**src/rtl/maxmag_pkg.sv**
```systemverilog
package maxmag_pkg;
  // A challenger displaces the holder only when strictly larger, so the
  // lower index (held on the left or earlier) survives a tie.
  function automatic logic outranks(input logic [31:0] challenger,
                                    input logic [31:0] holder);
    return challenger > holder;
  endfunction
endpackage

```
**src/rtl/maxmag_abs.sv**
```systemverilog
module maxmag_abs #(
  parameter int W = 16
) (
  input  logic [W-1:0] din,
  output logic [W-2:0] mag
);
  function automatic logic [W-2:0] sat_abs(input logic [W-1:0] v);
    logic [W-1:0] neg;
    neg = ~v + 1'b1;
    if (!v[W-1])             return v[W-2:0];
    else if (v[W-2:0] == '0) return '1;
    else                     return neg[W-2:0];
  endfunction

  assign mag = sat_abs(din);
endmodule

```
**src/rtl/maxmag_tree.sv**
```systemverilog
module maxmag_tree #(
  parameter int N  = 4,
  parameter int MW = 15,
  parameter int IW = 2
) (
  input  logic [N*MW-1:0] in_mag,
  input  logic [N*IW-1:0] in_idx,
  output logic [MW-1:0]   out_mag,
  output logic [IW-1:0]   out_idx
);
  import maxmag_pkg::*;
  localparam int NODES = 2*N - 1;

  // Heap layout: leaves N-1..2N-2 in lane order; left child is the lower index.
  always_comb begin
    logic [MW-1:0] m [NODES];
    logic [IW-1:0] x [NODES];
    for (int i = 0; i < N; i++) begin
      m[N-1+i] = in_mag[i*MW +: MW];
      x[N-1+i] = in_idx[i*IW +: IW];
    end
    for (int i = N-2; i >= 0; i--) begin
      if (outranks(32'(m[2*i+2]), 32'(m[2*i+1]))) begin
        m[i] = m[2*i+2];
        x[i] = x[2*i+2];
      end else begin
        m[i] = m[2*i+1];
        x[i] = x[2*i+1];
      end
    end
    out_mag = m[0];
    out_idx = x[0];
  end
endmodule

```
**src/rtl/maxmag_picker.sv**
```systemverilog
module maxmag_picker #(
  parameter int W      = 16,
  parameter int LANES  = 8,
  parameter int GROUPS = 2,
  parameter int IDXW   = 10
) (
  input  logic                 clk,
  input  logic                 rst_n,
  input  logic                 start,
  input  logic                 in_valid,
  input  logic                 in_last,
  input  logic [LANES*W-1:0]   in_data,
  input  logic                 res_ready,
  output logic                 res_valid,
  output logic [IDXW-1:0]      res_index,
  output logic [W-2:0]         res_mag
);
  import maxmag_pkg::*;
  localparam int MW  = W - 1;
  localparam int LB  = $clog2(LANES);
  localparam int GSZ = LANES / GROUPS;
  localparam int BW  = IDXW - LB;

  // absolute values and lane numbers
  logic [LANES*MW-1:0] lane_mag;
  logic [LANES*LB-1:0] lane_idx;
  for (genvar l = 0; l < LANES; l++) begin : g_lane
    maxmag_abs #(.W(W)) u_abs (.din(in_data[l*W +: W]), .mag(lane_mag[l*MW +: MW]));
    assign lane_idx[l*LB +: LB] = LB'(l);
  end

  // first stage: one pruned tree per group
  logic [GROUPS*MW-1:0] grp_mag;
  logic [GROUPS*LB-1:0] grp_idx;
  for (genvar g = 0; g < GROUPS; g++) begin : g_grp
    maxmag_tree #(.N(GSZ), .MW(MW), .IW(LB)) u_tree (
      .in_mag (lane_mag[g*GSZ*MW +: GSZ*MW]),
      .in_idx (lane_idx[g*GSZ*LB +: GSZ*LB]),
      .out_mag(grp_mag[g*MW +: MW]),
      .out_idx(grp_idx[g*LB +: LB])
    );
  end

  logic                 beat_take;
  logic [BW-1:0]        beat_cnt;
  logic [GROUPS*MW-1:0] s1_mag;
  logic [GROUPS*LB-1:0] s1_idx;
  logic [BW-1:0]        s1_beat;
  logic                 s1_vld, s1_last;

  assign beat_take = in_valid && !start;

  always_ff @(posedge clk or negedge rst_n) begin
    if (!rst_n) begin
      beat_cnt <= '0;
      s1_vld   <= 1'b0;
      s1_last  <= 1'b0;
      s1_mag   <= '0;
      s1_idx   <= '0;
      s1_beat  <= '0;
    end else begin
      s1_vld  <= beat_take;
      s1_last <= beat_take && in_last;
      if (beat_take) begin
        s1_mag  <= grp_mag;
        s1_idx  <= grp_idx;
        s1_beat <= beat_cnt;
      end
      if (start || (beat_take && in_last)) beat_cnt <= '0;
      else if (beat_take)                  beat_cnt <= beat_cnt + 1'b1;
    end
  end

  // second stage: tree over group winners, then the running winner
  logic [MW-1:0]   bw_mag;
  logic [LB-1:0]   bw_lane;
  logic [IDXW-1:0] bw_idx;
  maxmag_tree #(.N(GROUPS), .MW(MW), .IW(LB)) u_top_tree (
    .in_mag(s1_mag), .in_idx(s1_idx), .out_mag(bw_mag), .out_idx(bw_lane)
  );
  assign bw_idx = {s1_beat, bw_lane};

  logic            best_vld;
  logic [MW-1:0]   best_mag;
  logic [IDXW-1:0] best_idx;
  logic            new_wins, s1_fire, s1_last_fire;
  logic [MW-1:0]   cand_mag;
  logic [IDXW-1:0] cand_idx;

  assign s1_fire      = s1_vld && !start;
  assign s1_last_fire = s1_fire && s1_last;
  assign new_wins     = !best_vld || outranks(32'(bw_mag), 32'(best_mag));
  assign cand_mag     = new_wins ? bw_mag : best_mag;
  assign cand_idx     = new_wins ? bw_idx : best_idx;

  always_ff @(posedge clk or negedge rst_n) begin
    if (!rst_n) begin
      best_vld  <= 1'b0;
      best_mag  <= '0;
      best_idx  <= '0;
      res_valid <= 1'b0;
      res_index <= '0;
      res_mag   <= '0;
    end else if (start) begin
      best_vld  <= 1'b0;
      res_valid <= 1'b0;
    end else begin
      if (res_valid && res_ready) res_valid <= 1'b0;
      if (s1_fire) begin
        best_vld <= !s1_last;
        best_mag <= cand_mag;
        best_idx <= cand_idx;
        if (s1_last) begin
          res_valid <= 1'b1;
          res_index <= cand_idx;
          res_mag   <= cand_mag;
        end
      end
    end
  end
endmodule

```
**config.mk**
```make
export PLATFORM = sky130hd
export DESIGN_NAME = maxmag_picker
export DESIGN_NICKNAME = d
export VERILOG_FILES = /design/src/rtl/maxmag_pkg.sv /design/src/rtl/maxmag_abs.sv /design/src/rtl/maxmag_tree.sv /design/src/rtl/maxmag_picker.sv
export SDC_FILE = /design/constraint.sdc
export NUM_CORES = 1
export LEC_CHECK = 0
export ABC_AREA = 1
export BUFFER_PORTS_ARGS = -buffer_cell sky130_fd_sc_hd__buf_2
export CAP_MARGIN = 5
export CORE_MARGIN = 2
export CORE_UTILIZATION = 45
export CTS_BUF_LIST = sky130_fd_sc_hd__clkbuf_2
export CTS_CLUSTER_SIZE = 8
export DETAILED_ROUTE_END_ITERATION = 16
export GPL_TIMING_DRIVEN = 0
export PLACE_DENSITY_LB_ADDON = 0.25
export SYNTH_ARGS = -nofsm -noshare
export SYNTH_HDL_FRONTEND = slang
export SYNTH_HIERARCHICAL = 1
export SYNTH_SLANG_ARGS = --single-unit
```
**constraint.sdc**
```tcl
create_clock -name clk -period 3.36 [get_ports clk]
set_input_delay 0.84 -clock clk [delete_from_list [all_inputs] [get_ports clk]]
set_output_delay 0.84 -clock clk [all_outputs]
set_load 0.02 [all_outputs]
```
==> results of run 1 <==
==> final cells by class <==
class / instances / area [um2] / area share, %
multi-input combinational: 1748 / 11800 / 60.6
sequential: 104 / 2600 / 13.4
antenna: 1 / 2.50 / 0.0129
buffer: 70 / 756 / 3.89
tap: 402 / 503 / 2.59
clock buffer: 10 / 50.0 / 0.257
timing repair buffer: 294 / 2190 / 11.3
clock inverter: 6 / 60.1 / 0.309
inverter: 373 / 1490 / 7.66
==> metal layers <==
metal  up-vias  GRT usage, %  routed length, um
li1       7836             -                  -
met1      7116          31.7              18900
met2       375          42.3              20400
met3        61          1.97               1510
met4         0          5.54                713
met5         -             0                  0
==> cells by family (layout without fill, tap and decap cells) <==
kind of cell             count (synthesis)  in the layout  synth area share (%)
multiplexers                            19             19                  1.42
XOR/XNOR                                 8              8                 0.486
other                                    2             25                0.0521
buffers and inverters                  443            753                  12.9
AO/OA/AOI/OAI                          142            142                  5.72
flip-flops                             104            104                  18.1
AND/OR/NAND/NOR                       1428           1428                  50.4
adder cells (fa/ha/maj)                127            127                  11.0
==> timing repair <==
action / CTS / global route
setup buffers: 84 / 42
pin swaps: 65 / 118
endpoints found under the hold margin: 0 / 0
gates resized for setup: 232 / 188
cloned: 11 / 6
setup endpoints to repair: 73 / 82
==> critical path: cells and delay by family <==
| kind | cells | cell delay (ns) |
|---|---|---|
| and+or+nand+nor | 20 | 1.75 |
| buffers and inverters | 9 | 0.95 |
| AOI/OAI and AO/OA | 4 | 0.82 |
| adders and majority gates | 3 | 0.53 |
==> through the flow <==
| stage | util [%] | hold slack [ns] | setup TNS [ns] |
|---|---|---|---|
| floorplan | - | 0.425 | -29.40 |
| detailed placement | 51.6 | 0.461 | -58.40 |
| global route | 61.6 | 0.111 | -42.02 |
| global placement | 51.5 | 0.456 | -57.67 |
| CTS | 57.9 | 0.102 | -25.27 |
| finish | 61.6 | 0.138 | -30.68 |
==> power by group <==
part           switching (mW)  total, mW  internal (mW)
combinational            4.90       8.35           3.45
clock                   0.418      0.589          0.171
sequential              0.324       2.03           1.70
total                    5.64       11.0           5.33
==> flip-flops by register name, indices dropped and copies added (netlist names), 6 cells and up <==
name	cells
beat_cnt	7
best_idx	10
best_mag	15
res_index	10
res_mag	15
s1_beat	7
s1_idx	6
s1_mag	30
==> worst max-delay path by stage <==
stage	endpoint	slack, ns	depth (start not counted)
finish	s1_mag[21]	-1.0	36
global route	s1_mag[22]	-1.12	35
CTS	s1_mag[21]	-0.81	35
detailed placement	s1_mag[21]	-1.81	35
global placement	s1_mag[21]	-1.74	34
floorplan	s1_mag[22]	-0.92	34
==> cell usage in the layout, fill, tap and decap left out, drive strengths merged, types with 2 or more instances in the layout <==
cell / instances
a2111oi: 2
conb: 24
nand3b: 4
nand4: 43
or2: 22
xor2: 8
buf: 334
a21oi: 67
mux2: 12
dfrtp: 104
a211oi: 3
nand3: 354
nand2: 860
inv: 373
mux2i: 7
clkinv: 4
a31oi: 3
ha: 127
and3: 2
nor3: 9
clkbuf: 39
nor2: 133
o21ai: 65
==> impl_metrics.env, run 1 <==
export IMPL_nNetsFinal=2861
export IMPL_period_needed_ns=4.36
export IMPL_yosys_area_top_type_share_pct=20.5
export IMPL_leakage_nw=10.5
export IMPL_syn2layout_area_growth_pct=34.9
export IMPL_rows=65
export IMPL_r2r_setup_slack_ns=0.04
export IMPL_grt_pass1_vias=14591
export IMPL_cp_slowest_stage_delay_ns=0.38
export IMPL_start_kind="input pin"
export IMPL_die_h_um=183
export IMPL_wl_mm=41.5
export IMPL_layout_setup_ws_ns=-0.997
export IMPL_grtUsageTotal_pct=23.9
export IMPL_reg2reg_from="s1_mag[21]"
export IMPL_cts_max_level=3
export IMPL_fmax_mhz=230
export IMPL_drc_errors=0
export IMPL_async_flop_share_pct=100
export IMPL_via_count=15388
export IMPL_clkLatencyLatePin_ns=0.62
export IMPL_hold_buffers=0
export IMPL_crit_start="in_data[97]"
export IMPL_fp_dieW_um=183
export IMPL_cp_required_ns=3.92
export IMPL_timing_rr_end="res_index[8]"
export IMPL_slew_viol_final=0
export IMPL_synth_most_common_cell="nand2_1"
export IMPL_synth_cell_type_count=45
export IMPL_ir_drop_mv=0.470
export IMPL_root_buffer="clkbuf_2"
export IMPL_clockBufferDepth=2
export IMPL_synth_common_cells="nand2_1, inv_1, nand3_1, ha_1, dfrtp_1"
export IMPL_stdcell_area_um2=19400
export IMPL_postRouteAntennaNets=0
export IMPL_synthFlopType="dfrtp_1"
export IMPL_portBuffers=151
export IMPL_worstSetupPathType="input pin to flop"
export IMPL_cts_made_buffers=9
export IMPL_cp_max_fo=8
export IMPL_slowest_stage="a2111oi_4"
export IMPL_clk_pin_slew_worst_paths_ns=0.27
export IMPL_finalPower_mw=11.0
export IMPL_fillCellCount=2751
export IMPL_p_per_area_nw_per_um2=564
export IMPL_vias_per_cell=5.12
export IMPL_antenna_found_initial=0
export IMPL_wl_per_cell_um=13.8
export IMPL_maxCapViolCount=0
export IMPL_final_cells=3008
export IMPL_hold_class="input pin to async pin"
export IMPL_final_setup_viol_count=35
export IMPL_die_area_um2=33500
export IMPL_place_congestion=0.901
export IMPL_syn_inst=2273
export IMPL_yosys_warnings=6
export IMPL_arrival_ns=4.92
export IMPL_rsz0062_at_grt="yes"
export IMPL_cts_tree="built"
export IMPL_hold_viol=0
export IMPL_grt_pass1_wl_mm=67.3
export IMPL_synth_edf_count=0
export IMPL_start_util_pct=45.7
export IMPL_drt_iter0_markers=934
export IMPL_avgSynthCellArea_um2=6.34
export IMPL_cts_sinks=104
export IMPL_dr_pass1_iters=5
export IMPL_violations="negative setup slack"
export IMPL_coreArea_um2=31600
export IMPL_fin_worst_skew_ns=0.0379
export IMPL_finalCritPeriodShare_pct=130
export IMPL_placed_cells=2849
export IMPL_end_kind="flop"
export IMPL_pin_count=160
export IMPL_place_ws_ns=-1.81
export IMPL_synth_top_cell_by_area="nand2_1"
export IMPL_synth_area_leaders="nand2_1, dfrtp_1, ha_1, nand3_1, inv_1"
export IMPL_yosysSeqAreaShare_pct=18.1
export IMPL_placed_cell_area_um2=16300
export IMPL_status="complete, but fails checks"
export IMPL_grt_max_degree=71
export IMPL_final_layout_size_suffix_gt1_share_pct=36.2
export IMPL_syn_area_um2=14400
export IMPL_synth_seq_cells=104
export IMPL_r2r_cells=24
export IMPL_dp_hpwl_mm=31.0
export IMPL_overflow=0
(Power assumes the default switching activity.)
==> run 2: changes to the inputs <==
Settings changed: ABC_AREA 1 to not set.
==> run 2 against run 1 <==
  * The flow still finishes with violations (negative setup slack)
  * Combinational power is 14% lower
  * Register-to-register slack got worse by 0.73 ns
  * Non-clock buffer count decreased by 20
  * Largest cell class unchanged
  * Sequential cell count unchanged
  * Utilization decreased by 0.73 points
  * Routed wire length decreased by 17%
  * Global-route usage fell by 0.95 points
  * Clock skew increased by 0.0054 ns
==> impl_metrics.env, run 2 <==
export IMPL_status="complete, but fails checks"
export IMPL_violations="negative setup slack"
export IMPL_largest_reg_flops=30
export IMPL_hold_viol=0
export IMPL_finalCritPeriodShare_pct=166
export IMPL_finalPower_mw=9.73
export IMPL_avgSynthCellArea_um2=8.78
export IMPL_syn_area_um2=12200
export IMPL_async_flop_share_pct=100
export IMPL_rsz0062_at_grt="yes"
export IMPL_slew_viol_final=0
export IMPL_grt_pass1_vias=10933
export IMPL_worstSetupPathType="input pin to flop"
export IMPL_final_cell_mix="buf_2, buf_4, inv_1"
export IMPL_start_kind="input pin"
export IMPL_die_h_um=169
export IMPL_die_area_um2=28400
export IMPL_root_buffer="clkbuf_2"
export IMPL_via_count=11455
export IMPL_portBuffers=145
export IMPL_wl_mm=34.4
export IMPL_clockBufferDepth=2
export IMPL_hold_class="input pin to async pin"
export IMPL_grtUsageTotal_pct=23.0
export IMPL_dp_hpwl_mm=24.5
export IMPL_layout_setup_ws_ns=-2.22
export IMPL_nNetsFinal=1972
export IMPL_synth_cell_type_count=64
export IMPL_fin_worst_skew_ns=0.0433
export IMPL_timing_slew_headroom_pct=48.6
export IMPL_hold_buffers=0
export IMPL_path_delay_family="simple AND/OR/NAND/NOR gates"
export IMPL_fillCellCount=2267
export IMPL_cts_tree="built"
export IMPL_dr_pass1_iters=5
export IMPL_grt_pass1_wl_mm=53.8
export IMPL_final_setup_viol_count=84
export IMPL_yosys_warnings=6
export IMPL_vias_per_cell=5.56
export IMPL_cts_made_buffers=9
export IMPL_antenna_found_initial=5
export IMPL_synth_area_leaders="dfrtp_1, ha_1, mux2_2, mux2i_1, a21oi_1"
export IMPL_final_common_cell="buf_2"
export IMPL_arrival_ns=6.15
export IMPL_fp_dieW_um=169
export IMPL_cp_slowest_stage_delay_ns=0.59
export IMPL_postRouteAntennaNets=0
export IMPL_cts_sinks=104
export IMPL_synth_top_cell_by_area="dfrtp_1"
export IMPL_final_layout_size_suffix_gt1_share_pct=39.8
export IMPL_multiInputGateArea_um2=10000
export IMPL_synthFlopType="dfrtp_1"
export IMPL_syn_inst=1389
export IMPL_p_per_area_nw_per_um2=596
export IMPL_cts_max_level=3
export IMPL_r2r_setup_slack_ns=-0.69
export IMPL_drc_errors=0
export IMPL_synth_common_cells="inv_1, ha_1, nor2_1, a21oi_1, nand2_1"
export IMPL_yosys_area_top_type_share_pct=21.3
export IMPL_drt_iter0_markers=548
export IMPL_leakage_nw=7.75
export IMPL_start_util_pct=45.5
export IMPL_whs_ns=0.172
export IMPL_fmax_mhz=179
export IMPL_top_register="s1_mag"
export IMPL_ir_drop_mv=0.385
export IMPL_maxCapViolCount=0
export IMPL_rows=60
export IMPL_place_congestion=0.866
export IMPL_end_kind="flop"
export IMPL_pin_count=160
export IMPL_cp_required_ns=3.93
export IMPL_coreArea_um2=26800
export IMPL_clk_pin_slew_worst_paths_ns=0.25
export IMPL_syn2layout_area_growth_pct=33.9
export IMPL_reg_top3="s1_mag: 30 flops, best_mag: 15 flops, res_mag: 15 flops"
export IMPL_slowest_stage="or4_4"
export IMPL_wl_per_cell_um=16.7
export IMPL_yosysSeqAreaShare_pct=21.3
export IMPL_final_seq_area_um2=2600
export IMPL_tightestPinTransition_ns=0.771
export IMPL_period_needed_ns=5.58
export IMPL_grt_max_degree=63
export IMPL_cp_max_fo=7
export IMPL_clkLatencyLatePin_ns=0.62
export IMPL_overflow=0
export IMPL_synth_edf_count=0
export IMPL_path_buf_inv=9
export IMPL_synth_most_common_cell="inv_1"
export IMPL_synth_seq_cells=104
[run 2: cell count changes after synthesis, moves of 43 or more]
| cell | previous run | this run |
|---|---|---|
| nand3_2 | 66 | 0 |
| mux2i_1 | 7 | 87 |
| inv_1 | 352 | 140 |
| nand2_1 | 789 | 106 |
| nand2_2 | 43 | 0 |
| nand3_1 | 280 | 10 |
| mux2_2 | 12 | 101 |
[run 2: layer usage]
layer	global-route usage, %	up-vias	part of all wire [%]	wire [um]
met2	39.3	267	48	16500
met3	2.03	52	3.9	1350
met4	7.23	4	2.5	870
li1	-	5656	-	-
met1	30.8	5476	45	15600
met5	0	-	0.079	27
[run 2: logic make-up (layout without fill, tap and decap cells)]
logic type | Yosys count | count (layout) | synth area share, %
muxes | 219 | 219 | 20.4
buffers and inverters | 195 | 500 | 7.13
DFF | 104 | 104 | 21.3
adders and majority gates | 129 | 129 | 13.2
xor gates and xnor gates | 53 | 53 | 3.81
other | 2 | 27 | 0.0616
AOI/OAI and AO/OA | 283 | 283 | 15.7
and+or+nand+nor | 404 | 404 | 18.4
[run 2: final timing paths]
check,startpoint,end,depth (start not counted)
min in group clk,res_ready,res_valid,2
max reg2reg,s1_mag[8],res_index[5],18
max,in_data[113],s1_mag[28],28
min,rst_n,res_mag[13],1
max in group asynchronous,rst_n,s1_beat[2],2
min reg2reg,s1_last,best_vld,1
[run 2: where the power goes]
| part | internal (mW) | switching [mW] |
|---|---|---|
| sequential | 1.68 | 0.335 |
| clock | 0.0958 | 0.410 |
| combinational | 3.81 | 3.39 |
| total | 5.59 | 4.13 |
[run 2: layout make-up]
class / instances / share of cell area [%]
inverter: 140 / 3.51
tap: 341 / 2.61
sequential: 104 / 15.9
buffer: 54 / 2.81
clock buffer: 11 / 0.337
clock inverter: 5 / 0.146
antenna: 3 / 0.0460
multi-input combinational: 1112 / 61.6
timing repair buffer: 290 / 13.0
[run 2: per-stage QoR]
stage          util, %  area, um2  std cells  TNS (ns)  setup WS (ns)
4_1_cts           57.8      15500       2021    -94.79          -2.16
3_3_place_gp      51.7      13900       1897   -131.80          -3.00
2_1_floorplan        -      12700       1411    -93.02          -2.36
5_1_grt           60.9      16300       2059   -116.68          -2.41
3_5_place_dp      51.8      13900       1898   -135.94          -3.04
6_report          60.9      16300       2060   -102.81          -2.22
[run 2: worst reg2reg max path: cells and delay by family (launching register included)]
family          cells  cell delay [ns]
buf+inv             7             0.95
flops               1             0.44
simple gates        4             0.89
compound gates      3             0.43
mux                 2             0.61
fa+ha+maj           2             0.60
[run 2: repair_timing]
action | in CTS | in global routing
resized for setup | 119 | 135
pin swaps | 51 | 41
endpoints found under the setup margin | 84 | 84
buffers inserted | 99 | 39
cloned | 8 | 0
hold endpoints to repair | 0 | 0
